--- config.mk ---
export PLATFORM = sky130hd
export DESIGN_NAME = line_sync_gen
export DESIGN_NICKNAME = d
export VERILOG_FILES = /design/src/rtl/lsg_pkg.sv /design/src/rtl/lsg_ctrl.sv /design/src/rtl/lsg_datapath.sv /design/src/rtl/line_sync_gen.sv
export SDC_FILE = /design/constraint.sdc
export NUM_CORES = 1
export LEC_CHECK = 0
export ABC_CLOCK_PERIOD_IN_PS = 6000
export BUFFER_PORTS_ARGS = -buffer_cell sky130_fd_sc_hd__buf_4
export CAP_MARGIN = 20
export CORE_UTILIZATION = 40
export DETAILED_ROUTE_END_ITERATION = 10
export HOLD_SLACK_MARGIN = 0.12
export PLACE_DENSITY = 0.7
export SETUP_SLACK_MARGIN = 0.02
export SLEW_MARGIN = 20
export SYNTH_ARGS = -nofsm -noshare
export SYNTH_HDL_FRONTEND = slang
export SYNTH_HIERARCHICAL = 1
export SYNTH_SLANG_ARGS = --single-unit
--- constraint.sdc ---
create_clock -name clk -period 6 [get_ports clk]
set_input_delay 1.2 -clock clk [delete_from_list [all_inputs] [get_ports clk]]
set_output_delay 1.2 -clock clk [all_outputs]
set_load 0.01 [all_outputs]
--- src/rtl/lsg_pkg.sv ---
package lsg_pkg;
  // Strobes from the control to the datapath, one set per clock
  typedef struct packed {
    logic advance;  // move the position on by one
    logic restart;  // external sync accepted: position to zero
    logic wrap;     // free-running wrap at line end
    logic load;     // line boundary: copy settings into working registers
  } lineCtl_t;
endpackage

--- src/rtl/lsg_ctrl.sv ---
module lsg_ctrl
  import lsg_pkg::*;
#(
  parameter int CNT_W = 12
) (
  input  logic             pixEn,
  input  logic             syncStrobe,
  input  logic [CNT_W-1:0] pos,
  input  logic [CNT_W-1:0] lenM1,
  output lineCtl_t         ctl
);
  logic atZero;
  logic atEnd;

  assign atZero = (pos == '0);
  assign atEnd  = (pos >= lenM1);

  always_comb begin
    ctl         = '0;
    ctl.advance = pixEn;
    ctl.restart = pixEn && syncStrobe && !atZero;
    ctl.wrap    = pixEn && !ctl.restart && atEnd;
    ctl.load    = ctl.restart || ctl.wrap;
  end

  // a restart is never issued on a line that has just begun
  always_comb begin
    a_r7_no_restart_at_zero: assert (!(ctl.restart && atZero));
  end
endmodule

--- src/rtl/lsg_datapath.sv ---
module lsg_datapath
  import lsg_pkg::*;
#(
  parameter int CNT_W   = 12,
  parameter int POS_W   = 10,
  parameter int DEF_LEN = 858
) (
  input  logic             clk,
  input  logic             rstN,
  input  lineCtl_t         ctl,
  input  logic [CNT_W-1:0] lineLen,
  input  logic [POS_W-1:0] startPos,
  input  logic [POS_W-1:0] endPos,
  output logic [CNT_W-1:0] pos,
  output logic [CNT_W-1:0] lenM1,
  output logic             hsync
);
  localparam logic [CNT_W-1:0] RST_LEN = CNT_W'(DEF_LEN);

  logic [CNT_W-1:0] actLen;
  logic [POS_W-1:0] actStart;
  logic [POS_W-1:0] actEnd;
  logic [CNT_W-1:0] startExt;
  logic [CNT_W-1:0] endExt;

  always_ff @(posedge clk) begin
    if (!rstN) begin
      pos      <= '0;
      actLen   <= RST_LEN;
      actStart <= '0;
      actEnd   <= '0;
    end else if (ctl.load) begin
      pos      <= '0;
      actLen   <= lineLen;
      actStart <= startPos;
      actEnd   <= endPos;
    end else if (ctl.advance) begin
      pos      <= pos + 1'b1;
    end
  end

  assign lenM1    = (actLen == '0) ? '0 : actLen - 1'b1;
  assign startExt = CNT_W'(actStart);
  assign endExt   = CNT_W'(actEnd);

  always_comb begin
    if (startExt < endExt)       hsync = (pos >= startExt) && (pos < endExt);
    else if (startExt > endExt)  hsync = (pos >= startExt) || (pos < endExt);
    else                         hsync = 1'b0;
  end

  // the position never runs past the working line end
  a_r3_pos_bound: assert property (@(posedge clk) disable iff (!rstN)
    pos <= lenM1);

  // working settings change only on a line boundary
  a_r8_cfg_hold: assert property (@(posedge clk) disable iff (!rstN)
    !ctl.load |=> $stable(actStart) && $stable(actEnd) && $stable(actLen));

  // an empty window never drives the output
  a_r5_empty_window: assert property (@(posedge clk) disable iff (!rstN)
    (actStart == actEnd) |-> !hsync);
endmodule

--- src/rtl/line_sync_gen.sv ---
module line_sync_gen
  import lsg_pkg::*;
#(
  parameter int CNT_W   = 12,
  parameter int POS_W   = 10,
  parameter int DEF_LEN = 858
) (
  input  logic             clk,
  input  logic             rstN,
  input  logic             pixEn,
  input  logic             syncStrobe,
  input  logic [CNT_W-1:0] lineLen,
  input  logic [POS_W-1:0] startPos,
  input  logic [POS_W-1:0] endPos,
  output logic             hsyncOut
);
  lineCtl_t         ctl;
  logic [CNT_W-1:0] posW;
  logic [CNT_W-1:0] lenM1W;

  lsg_ctrl #(.CNT_W(CNT_W)) u_ctrl (
    .pixEn      (pixEn),
    .syncStrobe (syncStrobe),
    .pos        (posW),
    .lenM1      (lenM1W),
    .ctl        (ctl)
  );

  lsg_datapath #(.CNT_W(CNT_W), .POS_W(POS_W), .DEF_LEN(DEF_LEN)) u_dp (
    .clk      (clk),
    .rstN     (rstN),
    .ctl      (ctl),
    .lineLen  (lineLen),
    .startPos (startPos),
    .endPos   (endPos),
    .pos      (posW),
    .lenM1    (lenM1W),
    .hsync    (hsyncOut)
  );

  // an accepted strobe on a running line restarts it
  a_r2_restart: assert property (@(posedge clk) disable iff (!rstN)
    (pixEn && syncStrobe && posW != '0) |=> (posW == '0));

  // a strobe at position zero never holds the line at zero
  a_r7_zero_strobe: assert property (@(posedge clk) disable iff (!rstN)
    (pixEn && syncStrobe && posW == '0 && lenM1W != '0) |=> (posW == CNT_W'(1)));

  // with the enable low nothing moves
  a_r9_hold: assert property (@(posedge clk) disable iff (!rstN)
    !pixEn |=> $stable(posW) && $stable(hsyncOut));
endmodule

# Yosys cells after proc, flatten, opt, wreduce, memory -nomap -nowiden
# Index checks and enable logic that the tools add are counted.
# totals
mem_bits_rw,0
mem_bits_ro,0
register_bits,44
latch_bits,0
mem_count,0
inputBits,36
# classes
n_mul,0
n_shift,0
bitwise,1
muxes,3
n_lt_le_gt_ge,5
div,0
eq_ne,0
n_reduce_logical,12
addsub,2
# op_table
op,count
$logic_not A12 Y1,2
$add A12 B1 Y12 const B,1
$ge A12 B10 Y1,1
$ge A12 B12 Y1,1
$lt A12 B10 Y1,1
$mux W12,1
$sub A12 B1 Y12 const B,1
$gt A10 B10 Y1,1
$lt A10 B10 Y1,1
$logic_and A1 B1 Y1,5
$logic_not A1 Y1,2
$logic_or A1 B1 Y1,2
$mux W1,2
$reduce_or A2 Y1,1
$not A1 Y1,1

# Depth between registers and ports, before layout
# logic_depth
ltp_word,8
ltp_mapped,18
ltp_nobuf,16

# Modules after synthesis
# Netlist, hierarchy kept.
# modules_own_cells
mod,area_each_um2,instances,cells_per_inst
lsg_datapath,2638.8,1,296
lsg_ctrl,350.3,1,52

# Least setup slack after synthesis
# Ideal clock, no wire load.
# synth_timing
kind,flip-flop to output port
from,register u_dp.pos[5]
to,output hsyncOut
arrival_ns,1.711
path_slack_ns,3.089
stages_incl_launch_ff,7
path_cell_list,dfxtp_1 ha_1 and3_1 a211oi_2 o21ai_1 maj3_1 o32ai_1
# synth_via
elab_chain_cells,4
word_cells_on_any_way,6
# synth_lines
element,line,text
"start, declared",lsg_datapath.sv:14,"output logic [CNT_W-1:0] pos,"
"start signal, assigned",lsg_datapath.sv:38,pos <= pos + 1'b1;
$ge A12 B10 Y1 / $lt A12 B10 Y1 (equally long branches),"lsg_datapath.sv:47, lsg_datapath.sv:48",
$logic_or A1 B1 Y1,lsg_datapath.sv:48,else if (startExt > endExt) hsync = (pos >= startExt) || (pos < endExt);
$mux W1,lsg_datapath.sv:48,
$mux W1 (*),lsg_datapath.sv:47,if (startExt < endExt) hsync = (pos >= startExt) && (pos < endExt);
"end, declared",line_sync_gen.sv:15,output logic hsyncOut
# Every way passes the cells marked *; elsewhere a longest branch is shown, timed or not.

==> metrics list <==
* TritonCTS clock tree: done
- Worst flop-to-flop path endpoint: u_dp/actLen[6]
* Initial drt markers: 119
* CP top delay family: simple AND/OR/NAND/NOR gates
- Clock tree synthesis selected as its root buffer the cell sky130_fd_sc_hd__clkbuf_8.
- Insertion delay to the later sink of the worst-skew pair: 0.30 ns
- Post-synthesis cell count: 347
- Sink of the worst hold path: u_dp/actLen[1]
- Required time worst endpoint: 6.18 ns
- Vias in the first global route: 2,353
- Achievable Freq: 280 MHz
- The critical path contains buffers and inverters numbering 3 combined.
- The worst pin sits at a relative slew slack of 58.9%.
- The worst setup path is captured at a flip-flop.
* Global route total overflow: 0
* Largest buffer count on any clock path: 2
- Synthesized net count: 426
- Relative to the synthesized area, the layout overhead comes to 15.0%.
* I/O pin count: 37
- The synthesized netlist occupies a cell area of 0.00298 mm2.
- RSZ-0062 raised after global routing: false
* Kind of launch point of the worst setup path: flip-flop
- In this design, the critical path's most frequently occurring cell is sky130_fd_sc_hd__nand2_1.
* Via count: 2,404
* # DRC: 0
- Total Die Area: 0.00780 mm2
- Number of core rows: 31
* Hold buffer count at CTS: 0
- Dividing the final minimum period by the clock period gives 59.6%.
- Slowest cell on the critical path: sky130_fd_sc_hd__buf_4
- The most critical setup path has its startpoint at u_dp/actLen[0].
- The count of nets left with antenna violations once routing finished came out at 0.
- Setup violations remaining at the end of the flow were counted as 0.
- Along the worst hold path, the cell count comes to 2.
* Total number of clock tree sinks: 44
- Post-Place Setup Slack: 2.42 ns
- For this run, the post-layout net count is 460.
- Setup bufs post-CTS: 0
- Total count of hold-check failures in the final report: 0
- Worst R2R Setup Slack: 2.43 ns
- Actual slew at the worst max-slew pin: 0.614 ns
* Number of antenna violations at the first check in global routing: 0
- Dividing the synthesized area by the synthesized cell count gives 8.59 um2.
- In this run the horizontal extent of the chip is 88.3 um.
- Across the routed clock network, the largest skew measured is 0.00677 ns.
* Detail-routed net length per standard cell: 12.9 um
* Pin count of the biggest net entering global routing: 34
* Data arrival time at the worst-slack endpoint: 3.75 ns
- Power density of the placed cells: 188 mW/mm2
* Starting density of the core: 41.3%
* Post-DP HPWL: 4730 um
- Weighted congestion at the end of routability-driven global placement: 0.817
- Total area of multi-input combinational cells: 0.00191 mm2
- 0 antenna diodes ended up in the layout.
- The worst register-to-register path begins at u_dp/actLen[0].
* Warnings, synthesis: 6
- For this block, the routed nets add up to 6190 um of wire.
- Max-Cap Viols: 0
- Y dimension of the die: 88.3 um
- Buffers added on ports: 36
- Global routing consumed, over all layers together, 17.9% of the routing resources.
* Mean number of vias per cell: 5.00
- Crit path cell chain: inv_1, ha_1, nand2_1, or2_1, o41ai_1, o21ai_0, inv_1, ha_1, nand3_1, or2_0, nor3_2, nand2_1, nand3b_1, buf_4, mux2i_1, nand2_1
- Crit Path Max Fanout: 25
- Ratio of cells with drive above 1 in the final layout: 13.6%
- The max-slew violation count is 0.
- The first global-routing pass estimated 10,700 um of wire.
* Setup ws final: 2.43 ns
* Floorplan core area: 0.00721 mm2
- Minimum clock period: 3.57 ns
* Peak VDD IR: 0.0000780 V
- Post-CTS repair changed the size of 0 cells.
- Sum of negative setup slack: 0 ns
- Clock-pin slew was measured on the worst setup and hold paths at 0.08 ns.
- Before antenna repair, the detailed router went through 4 iterations.
* Class of the tightest hold or removal check: reg -> reg
- The startpoint identified for the worst hold timing path is u_dp/actLen[1].
- Worst reg2reg path depth: 16
* Number of buffers added by the clock tree synthesis step: 5
- Worst setup path class: reg -> reg
* Number of levels the H-tree was split into: 2
* Leakage: 0.00141 uW
- For this run, the slowest stage of the critical path takes 0.47 ns.
* Filler cell count in the final layout: 753
- Register area: 881 um2
- Run status: completed
-- layout by cell type (no fill, tap or decap), drive strengths merged, types with 3 or more instances in the layout --
| master | instances |
|---|---|
| nand3 | 7 |
| nor3 | 5 |
| dfxtp | 44 |
| nor2b | 27 |
| xor2 | 10 |
| mux2i | 32 |
| nor2 | 28 |
| clkbuf | 7 |
| inv | 37 |
| and3 | 5 |
| a211oi | 4 |
| a31oi | 3 |
| buf | 37 |
| xnor2 | 6 |
| nand4 | 3 |
| nand2b | 4 |
| o21ai | 13 |
| a21oi | 14 |
| ha | 43 |
| nor4 | 4 |
| nand2 | 30 |
-- final cells by class --
type,count,share of cell area [%]
Multi-Input combinational cell,256,55.8
Sequential cell,44,25.7
Timing Repair Buffer,37,8.10
Inverter,37,4.05
Tap cell,99,3.61
Clock buffer,7,2.52
Clock inverter,1,0.219
-- per-layer routing --
metal,vias up,GRT usage [%],share of wire (%)
met3,7,3.26,4.5
met5,-,0,0
met4,0,7.04,1.7
met2,54,29.4,45
li1,1244,-,-
met1,1099,23.2,49
-- tightest hold or removal path: stages (launching register included) --
cell and delay (ns):
sky130_fd_sc_hd__dfxtp_1 0.32, sky130_fd_sc_hd__inv_1 0.08, sky130_fd_sc_hd__o211ai_1 0.08
-- worst max path at each step --
| stage | to | slack [ns] | depth (start not counted) |
|---|---|---|---|
| after CTS | u_dp/actLen[6] | 2.39 | 16 |
| final | u_dp/actLen[6] | 2.43 | 16 |
| after detailed placement | u_dp/actLen[6] | 2.42 | 15 |
| after global placement | u_dp/actLen[8] | 2.51 | 15 |
| after global routing | u_dp/actLen[6] | 2.09 | 16 |
| after floorplan | hsyncOut | 3.09 | 6 |
-- power by group --
group | internal, uW | switching [uW]
Sequential | 302 | 12.0
Clock | 93.7 | 104
Combinational | 71.5 | 61.3
Total | 467 | 177
-- sequential cells by signal (all words and copies together) (netlist names) --
| register | flops |
|---|---|
| u_dp/actEnd | 10 |
| u_dp/actStart | 10 |
| u_dp/actLen | 12 |
| u_dp/pos | 12 |
-- per-stage QoR --
| stage | cell area, um2 | utilization [%] | total power (uW) | hold slack, ns | cells |
|---|---|---|---|---|---|
| final | 3430 | 47.5 | 644 | 0.528 | 481 |
| after global routing | 3430 | 47.5 | 684 | 0.545 | 481 |
| after CTS | 3430 | 47.5 | 654 | 0.530 | 481 |
| after detailed placement | 3330 | 46.2 | 454 | 0.509 | 473 |
| after global placement | 3330 | 46.2 | 450 | 0.496 | 473 |
| after floorplan | 2980 | - | 410 | 0.483 | 347 |
No activity file was read; power rests on OpenSTA's default activity.
